$ cat src/rtl/cap_ring_pkg.sv
package cap_ring_pkg;

  // strobes issued by the control unit to the datapath, one cycle wide
  typedef struct packed {
    logic clear;    // empty the buffer
    logic push;     // store the current sample
    logic pushTwo;  // sample occupies two words
    logic pop;      // advance the read pointer
  } dpStrobe_t;

  localparam logic [2:0] ADDR_DATA   = 3'd0;
  localparam logic [2:0] ADDR_WPTR   = 3'd1;
  localparam logic [2:0] ADDR_RPTR   = 3'd2;
  localparam logic [2:0] ADDR_TEST   = 3'd3;
  localparam logic [2:0] ADDR_CTRL   = 3'd4;
  localparam logic [2:0] ADDR_STATUS = 3'd5;
  localparam logic [2:0] ADDR_ENABLE = 3'd6;

  localparam logic [15:0] LFSR_SEED = 16'hACE1;
  localparam logic [23:0] TEST_CONST = 24'h000055;

endpackage

$ cat src/rtl/cap_ring_dp.sv
module cap_ring_dp
  import cap_ring_pkg::*;
#(
  parameter int DEPTH = 64,
  parameter int AW = $clog2(DEPTH)
) (
  input  logic          clk,
  input  logic          rstN,
  input  dpStrobe_t     strobe,
  input  logic [1:0]    fmt,
  input  logic          testEn,
  input  logic          testSel,
  input  logic [23:0]   sampleData,
  output logic [AW-1:0] wrPtr,
  output logic [AW-1:0] rdPtr,
  output logic [AW-1:0] fill,
  output logic [15:0]   headWord
);

  logic [15:0]   mem [DEPTH];
  logic [15:0]   lfsr;
  logic [23:0]   srcData;
  logic [23:0]   masked;
  logic [AW-1:0] wrNext1;
  logic          lfsrFb;

  always_comb begin
    if (testEn) srcData = testSel ? {8'h00, lfsr} : TEST_CONST;
    else        srcData = sampleData;
  end

  // right-justified width trim
  always_comb begin
    unique case (fmt)
      2'd0:    masked = {8'h00, srcData[15:0]};
      2'd1:    masked = {6'h00, srcData[17:0]};
      2'd2:    masked = {4'h0, srcData[19:0]};
      default: masked = srcData;
    endcase
  end

  assign wrNext1 = wrPtr + AW'(1);
  assign fill    = wrPtr - rdPtr;
  assign headWord = mem[rdPtr];
  assign lfsrFb  = lfsr[15] ^ lfsr[13] ^ lfsr[12] ^ lfsr[10];

  always_ff @(posedge clk) begin
    if (strobe.push) begin
      mem[wrPtr] <= masked[15:0];
      if (strobe.pushTwo) mem[wrNext1] <= {8'h00, masked[23:16]};
    end
  end

  always_ff @(posedge clk or negedge rstN) begin
    if (!rstN) begin
      wrPtr <= '0;
      rdPtr <= '0;
    end else if (strobe.clear) begin
      wrPtr <= '0;
      rdPtr <= '0;
    end else begin
      if (strobe.push) wrPtr <= strobe.pushTwo ? wrPtr + AW'(2) : wrNext1;
      if (strobe.pop)  rdPtr <= rdPtr + AW'(1);
    end
  end

  always_ff @(posedge clk or negedge rstN) begin
    if (!rstN)                               lfsr <= LFSR_SEED;
    else if (strobe.push && testEn && testSel) lfsr <= {lfsr[14:0], lfsrFb};
  end

  // a push never leaves the buffer looking empty
  a_r6_push_not_empty: assert property (@(posedge clk) disable iff (!rstN)
    (strobe.push && !strobe.clear && !strobe.pop) |=> (fill != '0));

endmodule

$ cat src/rtl/cap_ring_ctrl.sv
module cap_ring_ctrl
  import cap_ring_pkg::*;
#(
  parameter int DEPTH = 64,
  parameter int AW = $clog2(DEPTH)
) (
  input  logic          clk,
  input  logic          rstN,
  input  logic          regWr,
  input  logic          regRd,
  input  logic [2:0]    regAddr,
  input  logic [15:0]   regWdata,
  output logic [15:0]   regRdata,
  input  logic          sampleValid,
  input  logic          rxIrqIn,
  output logic          irq,
  input  logic [AW-1:0] wrPtr,
  input  logic [AW-1:0] rdPtr,
  input  logic [AW-1:0] fill,
  input  logic [15:0]   headWord,
  output dpStrobe_t     strobe,
  output logic [1:0]    fmt,
  output logic          testEn,
  output logic          testSel
);

  logic       recordQ, ovrQ, ovrEnQ, rxEnQ;
  logic [1:0] lvlSelQ;
  logic       clearReq, sampleTake, fits, lvlHit, dataRead, isEmpty;
  logic [AW:0] freeWords, needWords, threshold;
  logic [11:0] unusedWdata;

  assign unusedWdata = regWdata[15:4];

  assign isEmpty    = (fill == '0);
  assign clearReq   = regWr && (regAddr == ADDR_CTRL) && regWdata[1];
  assign sampleTake = recordQ && sampleValid;
  assign dataRead   = regRd && (regAddr == ADDR_DATA);
  assign freeWords  = (AW+1)'(DEPTH - 1) - {1'b0, fill};
  assign needWords  = (fmt == 2'd0) ? (AW+1)'(1) : (AW+1)'(2);
  assign fits       = freeWords >= needWords;

  always_comb begin
    strobe.clear   = clearReq;
    strobe.push    = sampleTake && fits && !clearReq;
    strobe.pushTwo = (fmt != 2'd0);
    strobe.pop     = dataRead && !isEmpty && !clearReq;
  end

  always_comb begin
    unique case (lvlSelQ)
      2'd1:    threshold = (AW+1)'(DEPTH / 8);
      2'd2:    threshold = (AW+1)'(DEPTH / 4);
      2'd3:    threshold = (AW+1)'(DEPTH / 2);
      default: threshold = '0;
    endcase
  end
  assign lvlHit = (lvlSelQ != 2'd0) && ({1'b0, fill} >= threshold);
  assign irq    = lvlHit || (ovrEnQ && ovrQ) || (rxEnQ && rxIrqIn);

  always_ff @(posedge clk or negedge rstN) begin
    if (!rstN) begin
      recordQ <= 1'b0;
      fmt     <= 2'd0;
      testEn  <= 1'b0;
      testSel <= 1'b0;
      lvlSelQ <= 2'd0;
      ovrEnQ  <= 1'b0;
      rxEnQ   <= 1'b0;
    end else if (regWr) begin
      unique case (regAddr)
        ADDR_CTRL: begin
          recordQ <= regWdata[0];
          fmt     <= regWdata[3:2];
        end
        ADDR_TEST: begin
          testEn  <= regWdata[0];
          testSel <= regWdata[1];
        end
        ADDR_ENABLE: begin
          lvlSelQ <= regWdata[1:0];
          ovrEnQ  <= regWdata[2];
          rxEnQ   <= regWdata[3];
        end
        default: ;
      endcase
    end
  end

  // sticky overrun: setting wins over a write-one-to-clear in the same cycle
  always_ff @(posedge clk or negedge rstN) begin
    if (!rstN)                       ovrQ <= 1'b0;
    else if (clearReq)               ovrQ <= 1'b0;
    else if (sampleTake && !fits)    ovrQ <= 1'b1;
    else if (regWr && regAddr == ADDR_STATUS && regWdata[1]) ovrQ <= 1'b0;
  end

  always_comb begin
    unique case (regAddr)
      ADDR_DATA:   regRdata = isEmpty ? 16'h0000 : headWord;
      ADDR_WPTR:   regRdata = 16'(wrPtr);
      ADDR_RPTR:   regRdata = 16'(rdPtr);
      ADDR_TEST:   regRdata = {14'h0, testSel, testEn};
      ADDR_CTRL:   regRdata = {12'h0, fmt, 1'b0, recordQ};
      ADDR_STATUS: regRdata = {13'h0, rxIrqIn, ovrQ, lvlHit};
      ADDR_ENABLE: regRdata = {12'h0, rxEnQ, ovrEnQ, lvlSelQ};
      default:     regRdata = 16'h0000;
    endcase
  end

  // no recording and no clear means the write pointer holds
  a_r2_idle_hold: assert property (@(posedge clk) disable iff (!rstN)
    (!recordQ && !clearReq) |=> $stable(wrPtr));

  // a sample that does not fit leaves the write pointer where it was
  a_r6_drop_hold: assert property (@(posedge clk) disable iff (!rstN)
    (sampleTake && !fits && !clearReq) |=> $stable(wrPtr));

  // a data-port read of an empty buffer does not move the read pointer
  a_r4_empty_hold: assert property (@(posedge clk) disable iff (!rstN)
    (dataRead && isEmpty && !clearReq) |=> $stable(rdPtr));

  // a data-port read of a non-empty buffer advances the read pointer by one
  a_r4_pop_step: assert property (@(posedge clk) disable iff (!rstN)
    (dataRead && !isEmpty && !clearReq) |=> (rdPtr == AW'($past(rdPtr) + AW'(1))));

  // a clear leaves both pointers at zero
  a_r9_clear_zero: assert property (@(posedge clk) disable iff (!rstN)
    clearReq |=> (wrPtr == '0 && rdPtr == '0));

endmodule

$ cat src/rtl/cap_ring_top.sv
module cap_ring_top
  import cap_ring_pkg::*;
#(
  parameter int DEPTH = 64
) (
  input  logic        clk,
  input  logic        rstN,
  input  logic        regWr,
  input  logic        regRd,
  input  logic [2:0]  regAddr,
  input  logic [15:0] regWdata,
  output logic [15:0] regRdata,
  input  logic        sampleValid,
  input  logic [23:0] sampleData,
  input  logic        rxIrqIn,
  output logic        irq
);

  localparam int AW = $clog2(DEPTH);

  dpStrobe_t     strobe;
  logic [1:0]    fmt;
  logic          testEn, testSel;
  logic [AW-1:0] wrPtr, rdPtr, fill;
  logic [15:0]   headWord;

  cap_ring_ctrl #(.DEPTH(DEPTH), .AW(AW)) u_ctrl (
    .clk(clk), .rstN(rstN), .regWr(regWr), .regRd(regRd), .regAddr(regAddr),
    .regWdata(regWdata), .regRdata(regRdata), .sampleValid(sampleValid),
    .rxIrqIn(rxIrqIn), .irq(irq), .wrPtr(wrPtr), .rdPtr(rdPtr), .fill(fill),
    .headWord(headWord), .strobe(strobe), .fmt(fmt), .testEn(testEn),
    .testSel(testSel)
  );

  cap_ring_dp #(.DEPTH(DEPTH), .AW(AW)) u_dp (
    .clk(clk), .rstN(rstN), .strobe(strobe), .fmt(fmt), .testEn(testEn),
    .testSel(testSel), .sampleData(sampleData), .wrPtr(wrPtr), .rdPtr(rdPtr),
    .fill(fill), .headWord(headWord)
  );

endmodule

$ cat config.mk
export PLATFORM = sky130hd
export DESIGN_NAME = cap_ring_top
export DESIGN_NICKNAME = d
export VERILOG_FILES = /design/src/rtl/cap_ring_pkg.sv /design/src/rtl/cap_ring_dp.sv /design/src/rtl/cap_ring_ctrl.sv /design/src/rtl/cap_ring_top.sv
export SDC_FILE = /design/constraint.sdc
export NUM_CORES = 2
export LEC_CHECK = 0
export CAP_MARGIN = 15
export CORE_MARGIN = 2
export CORE_UTILIZATION = 30
export CTS_BUF_LIST = sky130_fd_sc_hd__clkbuf_4
export CTS_CLUSTER_DIAMETER = 200
export CTS_CLUSTER_SIZE = 20
export DETAILED_ROUTE_END_ITERATION = 10
export PLACE_DENSITY = 0.43
export SETUP_SLACK_MARGIN = 0.5
export SLEW_MARGIN = 20
export SYNTH_ARGS = -nofsm -noshare
export SYNTH_HDL_FRONTEND = slang
export SYNTH_SLANG_ARGS = --single-unit
$ cat constraint.sdc
create_clock -name clk -period 10.1 [get_ports clk]
set_input_delay 2.02 -clock clk [delete_from_list [all_inputs] [get_ports clk]]
set_output_delay 2.02 -clock clk [all_outputs]
set_load 0.01 [all_outputs]
==> results_tabular.tex <==
\begin{tabular}{lr}
\hline
Metric & Value \\
\hline
\multicolumn{2}{l}{\textbf{Outcome}} \\
\quad Outcome & completed \\
\multicolumn{2}{l}{\textbf{Logic synthesis}} \\
\quad Post-Synthesis Net Count & 4413 \\
\quad Post-synth EDFFs & 512 \\
\quad Part of the Yosys area used for sequential elements & 0.532 \\
\quad Yosys warnings & 0 \\
\quad FFs w/ async S/R, synth & 0.0358 \\
\quad Mapped Cells & 4348 \\
\quad Flip-flop and latch count after synthesis & 1062 \\
\quad Synthesized area & 50000 um\^{}2 \\
\quad Most used flip-flop cell after synthesis & sky130\_fd\_sc\_hd\_\_edfxtp\_1 \\
\quad Average size of a mapped cell & 11.5 um\^{}2 \\
\quad Distinct cell type count after synthesis & 72 \\
\multicolumn{2}{l}{\textbf{Critical path}} \\
\quad Type of the worst setup path & reg -> out \\
\quad Crit path arrival time & just over 6 ns \\
\quad Timing startpoint of the critical path & u\_dp.rdPtr[1]\$\_DFFE\_PN0P\_ \\
\quad Number of cells traversed by the worst register-to-register path & 11 \\
\quad Maximum fanout count along the critical path & 50 \\
\quad Family with the most delay on the worst path & compound AO/OA/AOI/OAI gates \\
\quad Critical Path Max Stage Delay & a little over 1 ns \\
\quad Crit path cell chain & buf\_4 -> nand2\_1 -> o21ai\_0 -> nor3\_1 -> a21oi\_1 -> a21oi\_1 -> o32ai\_1 -> clkdlybuf4s50\_1 \\
\quad Internal reg-to-reg setup slack & 3.95 ns \\
\quad Total number of cells along the worst setup path & 8 \\
\quad Worst r2r src & u\_dp.rdPtr[1]\$\_DFFE\_PN0P\_ \\
\quad Element type at the critical path start & register \\
\quad Kind of capture point of the worst setup path & output pin \\
\quad Buffer and inverter count on the worst path & 2 \\
\quad Setup crit end & regRdata[5] \\
\quad Terminus of the critical flop-to-flop path & u\_dp.mem[49][5]\$\_DFFE\_PP\_ \\
\quad Worst path most repeated cell & sky130\_fd\_sc\_hd\_\_a21oi\_1 \\
\quad Critical path data required time & between 8 and 9 ns \\
\quad Critical path's slowest cell & sky130\_fd\_sc\_hd\_\_dfrtp\_4 \\
\multicolumn{2}{l}{\textbf{CTS}} \\
\quad Number of H-tree branching levels & 2 \\
\quad Clock slew at the register clock pins of the worst setup and hold paths & around 0.23 ns \\
\quad Post-CTS setup buffer count & 0 \\
\quad CTS Hold Bufs & 0 \\
\quad TritonCTS clock tree & built \\
\quad Clock sink count & 1062 \\
\quad Clock latency reported for the late side of the worst-skew pair & 1.19 ns \\
\quad Number of buffers inserted during clock tree synthesis & 59 \\
\quad Buffer type at the clock tree root & sky130\_fd\_sc\_hd\_\_clkbuf\_4 \\
\quad Maximum clock insertion buffer count & 3 \\
\quad Count of instances resized after the clock tree is built & 0 \\
\multicolumn{2}{l}{\textbf{Placement}} \\
\quad Setup WS pre-CTS & about 2.9 ns \\
\quad Hpwl dp & 127 mm \\
\quad Final RePlAce weighted congestion & approximately 0.87 \\
\quad Port buffer count & 53 \\
\quad Cells after DPL & 6254 \\
\multicolumn{2}{l}{\textbf{Die}} \\
\quad Die Footprint & 170000 um\^{}2 \\
\quad Core ar. & 165000 um\^{}2 \\
\quad Initial cell density of the core & 0.302 \\
\quad Die height & about 410 um \\
\quad Die Span X & 412 um \\
\quad Number of placement rows & 149 \\
\quad Total I/O pin count & between 60 and 70 \\
\multicolumn{2}{l}{\textbf{Timing}} \\
\quad Setup repair after global routing missed its margin & false \\
\quad Slew of the pin with the lowest slew margin & 1.28 ns \\
\quad Maximum operating frequency & 123 MHz \\
\quad Final worst setup slack & slightly below 2 ns \\
\quad Sum of negative setup slack & 0 ns \\
\quad Setup-violating endpoint count in the final report & 0 \\
\quad Final worst path period need & 8.12 ns \\
\quad Total count of max-transition violations in the final report & 0 \\
\quad Worst clock skew & 0.127 ns \\
\quad Period Utilization, post-route & 0.804 \\
\quad Max\_slew headroom & 0.144 \\
\quad Number of failing hold endpoints at the final stage & 0 \\
\multicolumn{2}{l}{\textbf{Power}} \\
\quad Worst IR drop on VDD & 0.227 mV \\
\quad Overall power & 12.6 mW \\
\quad Power density relative to cell area & 236 nW/um\^{}2 \\
\quad Leakage power figure & 16.2 nW \\
\multicolumn{2}{l}{\textbf{Global routing}} \\
\quad Vias in the first global route & 37300 \\
\quad Antenna violations before repair & 9 \\
\quad Maximum number of pins on one net before global-route repair & about 140 \\
\quad Global-route wire length before repair & 292 mm \\
\quad Total overflow reported by the global router & 0 \\
\quad GRT Resource Usage Total & 0.239 \\
\multicolumn{2}{l}{\textbf{Drt}} \\
\quad Vias per cell & 6.01 \\
\quad Starting DRC count in detailed routing & 4535 \\
\quad Wire per inst & 32.6 um \\
\quad Initial DRT Pass Iterations & 6 \\
\quad \# DRC & 0 \\
\quad Antenna-violating nets left & 0 \\
\quad Total detailed-routing wirelength & between 200 and 250 mm \\
\quad DR vias & 38200 \\
\multicolumn{2}{l}{\textbf{Flow run}} \\
\quad Max-capacitance violation count & 0 \\
\multicolumn{2}{l}{\textbf{Layout}} \\
\quad Layout overhead on the synthesized area & 6.51\% \\
\quad Number of filler cells placed in the layout & approximately 17000 \\
\quad Final-stage net count & about 4200 \\
\quad Number of non-filler instances in the completed layout & 6349 \\
\quad Register Area & 26600 um\^{}2 \\
\quad Multi-input gate area & 21600 um\^{}2 \\
\quad Utilization of the core after routing & 0.322 \\
\quad Share of post-route cells with drive strength above 1 & 0.173 \\
\multicolumn{2}{l}{\textbf{Min path}} \\
\quad Tightest Hold Check Type & reg -> reg \\
\hline
\end{tabular}
==> synth_stat cells, drive strengths merged, types with 4 or more instances <==
cell type | count | share of area
o22ai | 551 | 0.069
dfxtp | 512 | 0.21
edfxtp | 512 | 0.31
nand2 | 431 | 0.033
a211oi | 400 | 0.060
nor2 | 376 | 0.028
mux4 | 266 | 0.12
buf | 247 | 0.024
clkbuf | 210 | 0.016
a21oi | 166 | 0.017
o221a | 80 | 0.018
and3 | 68 | 0.0085
nor3 | 66 | 0.011
or2 | 56 | 0.0070
mux2i | 52 | 0.010
o21ai | 52 | 0.0053
nand3 | 45 | 0.0045
dfrtp | 30 | 0.015
mux2 | 28 | 0.0063
and2 | 22 | 0.0028
a311oi | 16 | 0.0028
inv | 16 | 0.0012
ha | 15 | 0.0038
nor2b | 14 | 0.0018
a31oi | 10 | 0.0013
o211a | 9 | 0.0018
xnor2 | 9 | 0.0016
dfstp | 8 | 0.0042
nand4 | 7 | 0.0010
o221ai | 7 | 0.0012
nand2b | 5 | 0.00063
o22a | 5 | 0.00088
a21o | 4 | 0.00060
a22oi | 4 | 0.00060
nor4 | 4 | 0.00080
xor2 | 4 | 0.00070
==> placed cells by master (no fill, tap or decap), types with 45 or more instances in the layout <==
master	count
sky130_fd_sc_hd__o22ai_1	551
sky130_fd_sc_hd__edfxtp_1	512
sky130_fd_sc_hd__dfxtp_1	512
sky130_fd_sc_hd__nand2_1	416
sky130_fd_sc_hd__a211oi_1	400
sky130_fd_sc_hd__nor2_1	369
sky130_fd_sc_hd__mux4_2	266
sky130_fd_sc_hd__a21oi_1	158
sky130_fd_sc_hd__buf_4	113
sky130_fd_sc_hd__clkbuf_4	90
sky130_fd_sc_hd__o221a_2	80
sky130_fd_sc_hd__and3_1	68
sky130_fd_sc_hd__mux2i_1	52
sky130_fd_sc_hd__clkdlybuf4s50_1	52
sky130_fd_sc_hd__nand3_1	45
==> worst min path at each step <==
stage,endpoint,from,cells after the start,slack [ns]
5_1_grt,u_dp.mem[36][13]$_SDFFE_PP0P_,u_dp.mem[36][13]$_SDFFE_PP0P_,2,0.53
6_report,u_dp.mem[47][9]$_SDFFE_PP0P_,u_dp.mem[47][9]$_SDFFE_PP0P_,2,0.51
3_5_place_dp,u_dp.mem[18][15]$_SDFFE_PP0P_,u_dp.mem[18][15]$_SDFFE_PP0P_,2,0.48
3_3_place_gp,u_dp.mem[2][10]$_SDFFE_PP0P_,u_dp.mem[2][10]$_SDFFE_PP0P_,2,0.47
4_1_cts,u_dp.mem[47][9]$_SDFFE_PP0P_,u_dp.mem[47][9]$_SDFFE_PP0P_,2,0.51
2_1_floorplan,u_dp.mem[2][11]$_SDFFE_PP0P_,u_dp.mem[2][11]$_SDFFE_PP0P_,2,0.45
==> registers in the layout, summed over array words and instances (netlist names) <==
signal,cells
u_dp.rdPtr,6
u_ctrl.lvlSelQ,2
u_dp.mem,1024
u_ctrl.ovrEnQ,1
u_dp.lfsr,16
u_ctrl.ovrQ,1
u_dp.wrPtr,6
u_ctrl.rxEnQ,1
u_ctrl.testEn,1
u_ctrl.testSel,1
u_ctrl.fmt,2
u_ctrl.recordQ,1
==> where the power goes <==
group	switching, mW	internal, mW
Clock	1.44	0.402
Combinational	3.64	1.75
Sequential	0.365	4.96
==> layout make-up <==
cell class	instances	share of cell area
Timing Repair Buffer	174	0.0288
Sequential cell	1062	0.500
Tap cell	2189	0.0515
Antenna cell	3	0.000141
Multi-Input combinational cell	2810	0.405
Clock buffer	90	0.0127
Inverter	19	0.00139
Clock inverter	2	0.000447
==> metrics by stage <==
| step | hold WS (ns) | instance area (um^2) |
|---|---|---|
| after CTS | 0.512 | 53200 |
| after global routing | 0.525 | 53200 |
| final | 0.509 | 53200 |
| after detailed placement | 0.483 | 52500 |
| after floorplan | 0.455 | 50000 |
| after global placement | 0.470 | 52500 |
==> layer usage <==
metal / GRT usage / share of wire / vias to the layer above
met3: 0.0379 / 0.073 / 265
met2: 0.380 / 0.46 / 1558
met4: 0.0756 / 0.034 / 4
met5: 0 / 0.00013 / -
li1: - / - / 16600
met1: 0.333 / 0.43 / 19800
==> logic make-up after synthesis <==
family,count (synthesis),share of synthesized area
AND/OR/NAND/NOR,1107,0.101
multiplexers,346,0.137
AO/OA/AOI/OAI,1328,0.182
adder cells (fa/ha/maj),16,0.00416
XOR/XNOR,13,0.00228
buffers and inverters,476,0.0417
flip-flops,1062,0.532
==> worst reg2reg max path, delay by kind of cell, from the launching register on <==
family	cells	cell delay, ns
and+or+nand+nor	4	2.41
DFF	1	1.01
buffers and inverters	3	1.18
AOI/OAI and AO/OA	2	0.22
adders and majority gates	2	0.92
No activity file was read; power rests on OpenSTA's default activity.
